File: config.mk
export PLATFORM = sky130hd
export DESIGN_NAME = pin_group_sel
export DESIGN_NICKNAME = d
export VERILOG_FILES = /design/src/rtl/pin_group_sel_pkg.sv /design/src/rtl/pgs_cfg_regs.sv /design/src/rtl/pgs_owner_map.sv /design/src/rtl/pgs_pad_mux.sv /design/src/rtl/pgs_in_route.sv /design/src/rtl/pin_group_sel.sv
export SDC_FILE = /design/constraint.sdc
export NUM_CORES = 1
export LEC_CHECK = 0
export ABC_AREA = 1
export BUFFER_PORTS_ARGS = -buffer_cell sky130_fd_sc_hd__buf_4
export CORE_ASPECT_RATIO = 2
export CORE_MARGIN = 2
export CORE_UTILIZATION = 40
export CTS_CLUSTER_SIZE = 14
export DETAILED_ROUTE_END_ITERATION = 6
export PLACE_DENSITY_LB_ADDON = 0.05
export SLEW_MARGIN = 20
export SYNTH_ARGS = -nofsm -noshare
export SYNTH_HDL_FRONTEND = slang
export SYNTH_SLANG_ARGS = --single-unit
File: constraint.sdc
create_clock -name clk -period 3.45 [get_ports clk]
set_clock_uncertainty 0.1 [all_clocks]
set_input_delay 0.1725 -clock clk [delete_from_list [all_inputs] [get_ports clk]]
set_output_delay 0.1725 -clock clk [all_outputs]
set_load 0.02 [all_outputs]
File: src/rtl/pin_group_sel_pkg.sv
package pin_group_sel_pkg;

  typedef enum logic [1:0] {
    OWN_GPIO  = 2'd0,
    OWN_EMMC  = 2'd1,
    OWN_FLASH = 2'd2,
    OWN_UART  = 2'd3
  } owner_e;

  typedef struct packed {
    owner_e     owner;
    logic [3:0] sig;
  } pad_route_t;

  typedef struct packed {
    logic       emmc_en;
    logic       uart_en;
    logic [1:0] fl_sel;
  } func_cfg_t;

  localparam int FL_SIGS   = 4;
  localparam int FL_DIN    = 3;
  localparam int EMMC_SIGS = 10;

  // pad indices relative to the first pad of the bank slice (pad 72)
  localparam int FL_SITE_A [FL_SIGS] = '{11, 12, 14, 15};
  localparam int FL_SITE_B [FL_SIGS] = '{4, 6, 7, 9};
  localparam int EMMC_BASE   = 0;
  localparam int UART_TX_PAD = 16;
  localparam int UART_RX_PAD = 17;
  localparam int MIN_PADS    = 18;

  localparam logic [1:0] FL_SEL_A = 2'd1;
  localparam logic [1:0] FL_SEL_B = 2'd2;

  localparam logic [1:0] ADDR_FUNC = 2'd0;
  localparam logic [1:0] ADDR_GOUT = 2'd1;
  localparam logic [1:0] ADDR_GOE  = 2'd2;

endpackage

File: src/rtl/pgs_cfg_regs.sv
module pgs_cfg_regs
  import pin_group_sel_pkg::*;
#(
  parameter int NUM_PADS = 27,
  parameter int ADDR_W   = 2
) (
  input  logic                clk,
  input  logic                rst_n,
  input  logic                we_i,
  input  logic [ADDR_W-1:0]   addr_i,
  input  logic [NUM_PADS-1:0] wdata_i,
  output func_cfg_t           func_q,
  output logic [NUM_PADS-1:0] gout_q,
  output logic [NUM_PADS-1:0] goe_q
);

  localparam int FUNC_W = $bits(func_cfg_t);

  always_ff @(posedge clk or negedge rst_n) begin
    if (!rst_n) begin
      func_q <= '0;
      gout_q <= '0;
      goe_q  <= '0;
    end else if (we_i) begin
      case (addr_i)
        ADDR_FUNC: func_q <= func_cfg_t'(wdata_i[FUNC_W-1:0]);
        ADDR_GOUT: gout_q <= wdata_i;
        ADDR_GOE:  goe_q  <= wdata_i;
        default:   ;
      endcase
    end
  end

endmodule

File: src/rtl/pgs_owner_map.sv
module pgs_owner_map
  import pin_group_sel_pkg::*;
#(
  parameter int NUM_PADS = 27
) (
  input  func_cfg_t                    func_i,
  output pad_route_t [NUM_PADS-1:0]    route_o,
  output logic                         conflict_o
);

  logic site_a_on;
  logic site_b_on;

  assign site_a_on  = (func_i.fl_sel == FL_SEL_A);
  assign site_b_on  = (func_i.fl_sel == FL_SEL_B) && !func_i.emmc_en;
  assign conflict_o = (func_i.fl_sel == FL_SEL_B) && func_i.emmc_en;

  // Ownership is laid down lowest priority first; eMMC is applied last.
  always_comb begin
    for (int p = 0; p < NUM_PADS; p++) begin
      route_o[p].owner = OWN_GPIO;
      route_o[p].sig   = '0;
    end
    for (int s = 0; s < FL_SIGS; s++) begin
      if (site_a_on) begin
        route_o[FL_SITE_A[s]].owner = OWN_FLASH;
        route_o[FL_SITE_A[s]].sig   = 4'(s);
      end
      if (site_b_on) begin
        route_o[FL_SITE_B[s]].owner = OWN_FLASH;
        route_o[FL_SITE_B[s]].sig   = 4'(s);
      end
    end
    if (func_i.uart_en) begin
      route_o[UART_TX_PAD].owner = OWN_UART;
      route_o[UART_TX_PAD].sig   = 4'd0;
      route_o[UART_RX_PAD].owner = OWN_UART;
      route_o[UART_RX_PAD].sig   = 4'd1;
    end
    if (func_i.emmc_en) begin
      for (int s = 0; s < EMMC_SIGS; s++) begin
        route_o[EMMC_BASE + s].owner = OWN_EMMC;
        route_o[EMMC_BASE + s].sig   = 4'(s);
      end
    end
  end

endmodule

File: src/rtl/pgs_pad_mux.sv
module pgs_pad_mux
  import pin_group_sel_pkg::*;
#(
  parameter int NUM_PADS = 27
) (
  input  pad_route_t [NUM_PADS-1:0] route_i,
  input  logic [NUM_PADS-1:0]       gout_i,
  input  logic [NUM_PADS-1:0]       goe_i,
  input  logic [2:0]                fl_tx_i,
  input  logic                      uart_tx_i,
  input  logic [EMMC_SIGS-1:0]      emmc_out_i,
  input  logic [EMMC_SIGS-1:0]      emmc_oe_i,
  output logic [NUM_PADS-1:0]       pad_out_o,
  output logic [NUM_PADS-1:0]       pad_oe_o,
  output logic [NUM_PADS-1:0]       pad_fn_o
);

  for (genvar p = 0; p < NUM_PADS; p++) begin : g_pad
    always_comb begin
      pad_out_o[p] = 1'b0;
      pad_oe_o[p]  = 1'b0;
      pad_fn_o[p]  = 1'b1;
      unique case (route_i[p].owner)
        OWN_EMMC: begin
          if (int'(route_i[p].sig) < EMMC_SIGS) begin
            pad_out_o[p] = emmc_out_i[route_i[p].sig];
            pad_oe_o[p]  = emmc_oe_i[route_i[p].sig];
          end
        end
        OWN_FLASH: begin
          if (int'(route_i[p].sig) < FL_DIN) begin
            pad_out_o[p] = fl_tx_i[route_i[p].sig[1:0]];
            pad_oe_o[p]  = 1'b1;
          end
        end
        OWN_UART: begin
          if (route_i[p].sig == 4'd0) begin
            pad_out_o[p] = uart_tx_i;
            pad_oe_o[p]  = 1'b1;
          end
        end
        default: begin
          pad_out_o[p] = gout_i[p];
          pad_oe_o[p]  = goe_i[p];
          pad_fn_o[p]  = 1'b0;
        end
      endcase
    end
  end

endmodule

File: src/rtl/pgs_in_route.sv
module pgs_in_route
  import pin_group_sel_pkg::*;
#(
  parameter int NUM_PADS = 27
) (
  input  pad_route_t [NUM_PADS-1:0] route_i,
  input  logic [NUM_PADS-1:0]       pad_in_i,
  output logic                      fl_din_o,
  output logic                      uart_rx_o,
  output logic [EMMC_SIGS-1:0]      emmc_in_o
);

  // Unowned peripheral inputs rest at the idle-high level.
  always_comb begin
    fl_din_o  = 1'b1;
    uart_rx_o = 1'b1;
    emmc_in_o = '1;
    for (int p = 0; p < NUM_PADS; p++) begin
      case (route_i[p].owner)
        OWN_FLASH:
          if (int'(route_i[p].sig) == FL_DIN) fl_din_o = pad_in_i[p];
        OWN_UART:
          if (route_i[p].sig == 4'd1) uart_rx_o = pad_in_i[p];
        OWN_EMMC:
          if (int'(route_i[p].sig) < EMMC_SIGS) emmc_in_o[route_i[p].sig] = pad_in_i[p];
        default: ;
      endcase
    end
  end

endmodule

File: src/rtl/pin_group_sel.sv
module pin_group_sel
  import pin_group_sel_pkg::*;
#(
  parameter int NUM_PADS = 27,
  parameter int ADDR_W   = 2
) (
  input  logic                 clk,
  input  logic                 rst_n,
  input  logic                 cfg_we_i,
  input  logic [ADDR_W-1:0]    cfg_addr_i,
  input  logic [NUM_PADS-1:0]  cfg_wdata_i,
  input  logic                 fl_sck_i,
  input  logic                 fl_csn_i,
  input  logic                 fl_dout_i,
  output logic                 fl_din_o,
  input  logic                 uart_tx_i,
  output logic                 uart_rx_o,
  input  logic [9:0]           emmc_out_i,
  input  logic [9:0]           emmc_oe_i,
  output logic [9:0]           emmc_in_o,
  input  logic [NUM_PADS-1:0]  pad_in_i,
  output logic [NUM_PADS-1:0]  pad_out_o,
  output logic [NUM_PADS-1:0]  pad_oe_o,
  output logic [NUM_PADS-1:0]  pad_fn_o,
  output logic                 conflict_o
);

  func_cfg_t                 func_q;
  logic [NUM_PADS-1:0]       gout_q;
  logic [NUM_PADS-1:0]       goe_q;
  pad_route_t [NUM_PADS-1:0] route;
  logic [2:0]                fl_tx;

  assign fl_tx = {fl_dout_i, fl_csn_i, fl_sck_i};

  pgs_cfg_regs #(.NUM_PADS(NUM_PADS), .ADDR_W(ADDR_W)) u_regs (
    .clk     (clk),
    .rst_n   (rst_n),
    .we_i    (cfg_we_i),
    .addr_i  (cfg_addr_i),
    .wdata_i (cfg_wdata_i),
    .func_q  (func_q),
    .gout_q  (gout_q),
    .goe_q   (goe_q)
  );

  pgs_owner_map #(.NUM_PADS(NUM_PADS)) u_map (
    .func_i     (func_q),
    .route_o    (route),
    .conflict_o (conflict_o)
  );

  pgs_pad_mux #(.NUM_PADS(NUM_PADS)) u_mux (
    .route_i    (route),
    .gout_i     (gout_q),
    .goe_i      (goe_q),
    .fl_tx_i    (fl_tx),
    .uart_tx_i  (uart_tx_i),
    .emmc_out_i (emmc_out_i),
    .emmc_oe_i  (emmc_oe_i),
    .pad_out_o  (pad_out_o),
    .pad_oe_o   (pad_oe_o),
    .pad_fn_o   (pad_fn_o)
  );

  pgs_in_route #(.NUM_PADS(NUM_PADS)) u_in (
    .route_i   (route),
    .pad_in_i  (pad_in_i),
    .fl_din_o  (fl_din_o),
    .uart_rx_o (uart_rx_o),
    .emmc_in_o (emmc_in_o)
  );

endmodule

==> out/results.txt, run 1 <==
status - finished, final reports clean
postcts setup bufs - 0
Finished Layout Cells - 595
total grt overflow - 0
Pwr Density - 592.0 nW/um2
Netlist cell types - 20
switch share - 33.08%
multi-input logic area - 1255 um2
Comb pwr share - 34.3%
Starting DRT DRC Count - 126
GR Util met1 - 18.49%
internal power - 0.001748 W
drt pass-1 iters - 4
layout cells sized above 1 - 47.69%
part of the Yosys area used for sequential elements - 43.19%
Cell Area, Placed - 4115 um2
layer with the highest usage - met2
RSZ-0062 raised after global routing - false
Initial Util - 40.82%
Core Box Area - 8233 um2
worst-path fanout max - 39
total track usage - 16.78%
Synth Instances - 386
HP Class - in2reg
Avg WL per Cell - 12.37 um
Num CTS Buffers - 9
Hold Violations, Final - 0
crit start category - flip-flop
synthesized area - 3361 um2
Ys Warns - 0
GR Util met3 - 4.645%
Rel. slew slack - 46.42%
WP data required - 3180 ps
Flop pwr share - 33.2%
syn avg cell area - 8.707 um2
pin count of the biggest net entering global routing - 59
Clock Power Share - 32.5%
design area - 4412 um2
H-tree depth - 3
setup TNS - 0 ps
Detailed Place HPWL - 5.422 mm
CTS Root Cell - clkbuf_16
io pins - 177
vias - 2672
Hold WS - 31.12 ps
Tcrit/Tclk final - 72.00%
area taken by flip-flops and latches - 1451 um2
Placed Cells - 579
Pins Over Slew Limit - 0
Arrival @ worst endpoint - 2210 ps
post-route minimum period - 2484 ps
WL final - 7.360 mm
Clk pin slew, worst setup/hold paths - 50 ps
vias in the first global route - 2535
clk_lat worst skew - 320 ps
Routed Antenna Nets - 0
achievable frequency - 402.6 MHz
clk buf depth - 2
register bit total from synthesis - 58
fin nets - 576
met2 Use GR - 29.59%
Final Wtd Congestion - 0.6942
std cell rows - 47
first-pass GRT wire length - 11.71 mm
Via-to-Cell Ratio - 4.491
Leakage - 2.422 nW
TritonCTS clock tree - yes
initial antenna violation count - 0
maxcap violations - 0
Net Sw Power - 0.0008640 W
die height - 133.6 um
CTS sink count - 58
antenna cells - 0
Layout area overhead - 31.27%
DR DRC count - 0
critical path class - reg2out
Die Wd - 68.82 um
Fill cells - 834
die area - 9196 um2
Max VDD drop - 314.8 uV
worst slew pin tran - 803.7 ps
Crit. End Element - output port
IO Port Bufs - 150
Final setup viols - 0
area by class of cell:
type                    count  share of cell area, %
flip-flops and latches     58                  32.90
clock inverters             3                 0.9075
multi-input cells         231                  28.45
inverters                  42                  3.630
repair buffers            151                  25.75
clock buffers              12                  5.587
well taps                  98                  2.779
Yosys cell counts:
| cell | n | area [um2] |
|---|---|---|
| dfrtp_1 | 58 | 1451 |
| o21ai_0 | 5 | 25.02 |
| nor2_1 | 8 | 30.03 |
| inv_1 | 40 | 150.1 |
| nand3_1 | 10 | 50.05 |
| o21ai_2 | 54 | 473.0 |
| nand2_4 | 1 | 11.26 |
| conb_1 | 1 | 3.750 |
| buf_4 | 50 | 375.4 |
| or2_1 | 3 | 18.77 |
| nand3_4 | 2 | 35.03 |
| buf_2 | 2 | 10.01 |
| nand3b_1 | 3 | 22.52 |
| or2_2 | 14 | 87.58 |
| inv_2 | 1 | 3.750 |
| nand2_2 | 1 | 6.260 |
| nand4_1 | 3 | 18.77 |
| nand2_1 | 116 | 435.4 |
| inv_4 | 1 | 6.260 |
| buf_6 | 13 | 146.4 |
state kept, by name, indices dropped and copies added (netlist names):
name	cells
u_regs.func_q	4
u_regs.gout_q	27
u_regs.goe_q	27
routing by layer:
layer / part of all wire, % / vias to the layer above
li1: - / 1348
met1: 35 / 1208
met2: 55 / 108
met3: 8.5 / 8
met4: 1.5 / 0
met5: 0 / -
critical path, stage by stage, from the launching register on:
cell     delay [ps]
dfrtp_1         860
inv_2           460
or2_1           320
nand2_1          60
inv_1            40
buf_4           140
layout by cell type, fill, tap and decap left out, drive strengths merged:
| master | n |
|---|---|
| dlygate4sd3 | 1 |
| bufinv | 1 |
| nor2 | 8 |
| o21ai | 59 |
| buf | 150 |
| clkinv | 2 |
| nand3b | 3 |
| clkbuf | 12 |
| nand3 | 12 |
| nand4 | 3 |
| conb | 11 |
| dfrtp | 58 |
| inv | 42 |
| nand2 | 118 |
| or2 | 17 |
stage by stage:
stage / total power [W] / utilization, % / worst slack, ps
floorplan: 0.001521 / - / 1896
global placement: 0.001778 / 49.98 / 1244
detailed placement: 0.001789 / 49.98 / 1274
CTS: 0.002653 / 53.59 / 928.0
global route: 0.002779 / 53.59 / 760.0
finish: 0.002612 / 53.59 / 965.9
path summary, 6_finish.rpt:
kind | from | to | slack [ps] | cells after the start
max | u_regs.func_q[3] | pad_oe_o[4] | 970 | 5
min | cfg_wdata_i[10] | u_regs.goe_q[10] | 30 | 3
max reg2reg | u_regs.func_q[3] | u_regs.func_q[3] | 2220 | 2
min reg2reg | u_regs.gout_q[11] | u_regs.gout_q[11] | 380 | 2
max in group asynchronous | rst_n | u_regs.gout_q[3] | 2400 | 2
min in group asynchronous | rst_n | u_regs.goe_q[21] | 350 | 2
cell families after synthesis:
logic type             Yosys count  share of synthesized area, %
AND/OR/NAND/NOR                161                         21.30
buffers and inverters          107                         20.59
AO/OA/AOI/OAI                   59                         14.82
flip-flops                      58                         43.19
other                            1                        0.1116
power groups by stage:
| stage | Sequential [W] | Clock, W | Combinational, W |
|---|---|---|---|
| after global routing | 0.000884 | 0.000915 | 0.000980 |
| after CTS | 0.000868 | 0.000872 | 0.000913 |
| after detailed placement | 0.000878 | 0 | 0.000911 |
| final | 0.000867 | 0.000849 | 0.000896 |
| after global placement | 0.000875 | 0 | 0.000903 |
| after floorplan | 0.000847 | 0 | 0.000674 |
timing repair:
item,CTS,global route
endpoints found under the hold margin,58,0
hold buffers,1,0
gates resized for setup,0,0
Power figures use the tool's default switching activity.
==> run 2, diff against run 1 <==
clock period = 2.6 ns   (was 3.45 ns; I/O delays follow)
==> out/results.txt, run 2 (synthesis results as in run 1) <==
Pwr Density - 743.9 nW/um2
Layout area overhead - 37.30%
switch share - 33.90%
Arrival @ worst endpoint - 1590 ps
Pwr Total - 0.003433 W
Detailed Place HPWL - 5.486 mm
WP buf/inv - 2
crit start category - flip-flop
Flop pwr share - 33.1%
crit-path leading delay family - buffers and inverters
CTS sink count - 58
drt pass-1 iters - 4
most used cell along the critical path - nor2_1
DR DRC count - 0
clk buf depth - 2
first-pass GRT wire length - 12.32 mm
io pins - 177
status - finished, final reports clean
# resized after CTS - 0
WP data required - 2370 ps
die area - 9196 um2
Core Box Area - 8233 um2
R2R Setup Slk - 1610 ps
CP cell instances - inv_2 -> nand3_1 -> nor2_1 -> nor2_1 -> buf_4
IO Port Bufs - 150
Die Wd - 68.82 um
Leakage - 2.510 nW
Pins Over Slew Limit - 0
Hold Violations, Final - 0
Rel. slew slack - 48.75%
Worst R2R Path Depth - 3
std cell rows - 47
Final setup viols - 0
achievable frequency - 548.7 MHz
die height - 133.6 um
Starting DRT DRC Count - 97
HP Class - in2reg
clk_lat worst skew - 320 ps
Num CTS Buffers - 9
RSZ-0062 raised after global routing - false
Via-to-Cell Ratio - 4.413
setup TNS - 0 ps
Hold WS - 9.779 ps
Max VDD drop - 443.3 uV
postcts setup bufs - 0
Crit. path cell count - 5
antenna cells - 0
initial antenna violation count - 0
Clock Power Share - 30.8%
critical path class - reg2out
pin count of the biggest net entering global routing - 59
Comb pwr share - 36.1%
layout cells sized above 1 - 46.05%
internal power - 0.002269 W
worst slew pin tran - 768.7 ps
top flop regs - u_regs.goe_q (27), u_regs.gout_q (27), u_regs.func_q (4)
Net Sw Power - 0.001164 W
Routed Antenna Nets - 0
total grt overflow - 0
Initial Util - 40.82%
hold path depth - 3
CTS Root Cell - clkbuf_16
fin nets - 598
commonest non-fill, non-tap cell in the layout - buf_4
most frequent cells in the layout - 151 x buf_4, 116 x nand2_1, 58 x dfrtp_1
post-route minimum period - 1822 ps
Final Wtd Congestion - 0.7056
worst-path fanout max - 39
maxcap violations - 0
Tcrit/Tclk final - 70.09%
H-tree depth - 3
Crit. End Element - output port
Slowest cell on crit path - inv_2
Clk pin slew, worst setup/hold paths - 50 ps
vias - 2723
total track usage - 17.81%
CP peak stage delay - 420 ps
Avg WL per Cell - 12.50 um
WL final - 7.710 mm
TritonCTS clock tree - yes
vias in the first global route - 2709
==> run 2: changes by cell type in the layout (fill, tap and decap cells not counted), sizes merged <==
cell,change
dlygate4sd3,+21
clkinv,+1
buf,+1
bufinv,-1
==> run 2: metal layers <==
layer / track usage [%] / part of all wire [%]
met1: 18.87 / 36
met2: 31.84 / 54
met3: 4.899 / 7.7
met4: 6.863 / 1.5
met5: 0 / 0
==> run 2: worst register-to-register path, cell delays in order, from the launching register on <==
cell and delay [ps]:
dfrtp_1 380, buf_4 220, nand2_1 80, o21ai_0 80
==> run 2: repair_timing <==
action                                 CTS  global route
hold buffers                            22             0
setup endpoints to repair                0             0
endpoints found under the hold margin   98             0
==> run 2: final cells by class <==
type                            instances  area [um2]
Clock buffer                           12       256.5
Clock inverter                          3       15.01
Fill cell                             804        3618
Inverter                               42       160.2
Multi-Input combinational cell        231        1255
Sequential cell                        58        1451
Tap cell                               98       122.6
Timing Repair Buffer                  173        1354
==> run 2: per-stage QoR <==
stage                     instances  area, um2  setup slack [ps]  util, %
after global routing            617       4614             654.0    56.05
final                           617       4614             777.6    56.05
after detailed placement        580       4123              1033    50.08
after global placement          580       4123              1059    50.08
after floorplan                 396       3398              1089        -
after CTS                       617       4614             753.6    56.05
==> run 2: power groups by stage <==
| stage | sequential (W) | combinational (W) | clock, W |
|---|---|---|---|
| 6_report | 0.00114 | 0.00124 | 0.00106 |
| 5_1_grt | 0.00115 | 0.00135 | 0.00114 |
| 4_1_cts | 0.00114 | 0.00126 | 0.00109 |
| 3_5_place_dp | 0.00115 | 0.00123 | 0 |
| 3_3_place_gp | 0.00114 | 0.00122 | 0 |
| 2_1_floorplan | 0.00112 | 0.000895 | 0 |
==> run 2: worst paths after layout <==
kind	end	start
setup / recovery	fl_din_o	u_regs.func_q[3]
hold / removal	u_regs.goe_q[7]	cfg_wdata_i[7]
setup reg to reg	u_regs.func_q[3]	u_regs.func_q[3]
hold reg to reg	u_regs.goe_q[12]	u_regs.goe_q[12]
max in group asynchronous	u_regs.gout_q[5]	rst_n
min in group asynchronous	u_regs.goe_q[21]	rst_n
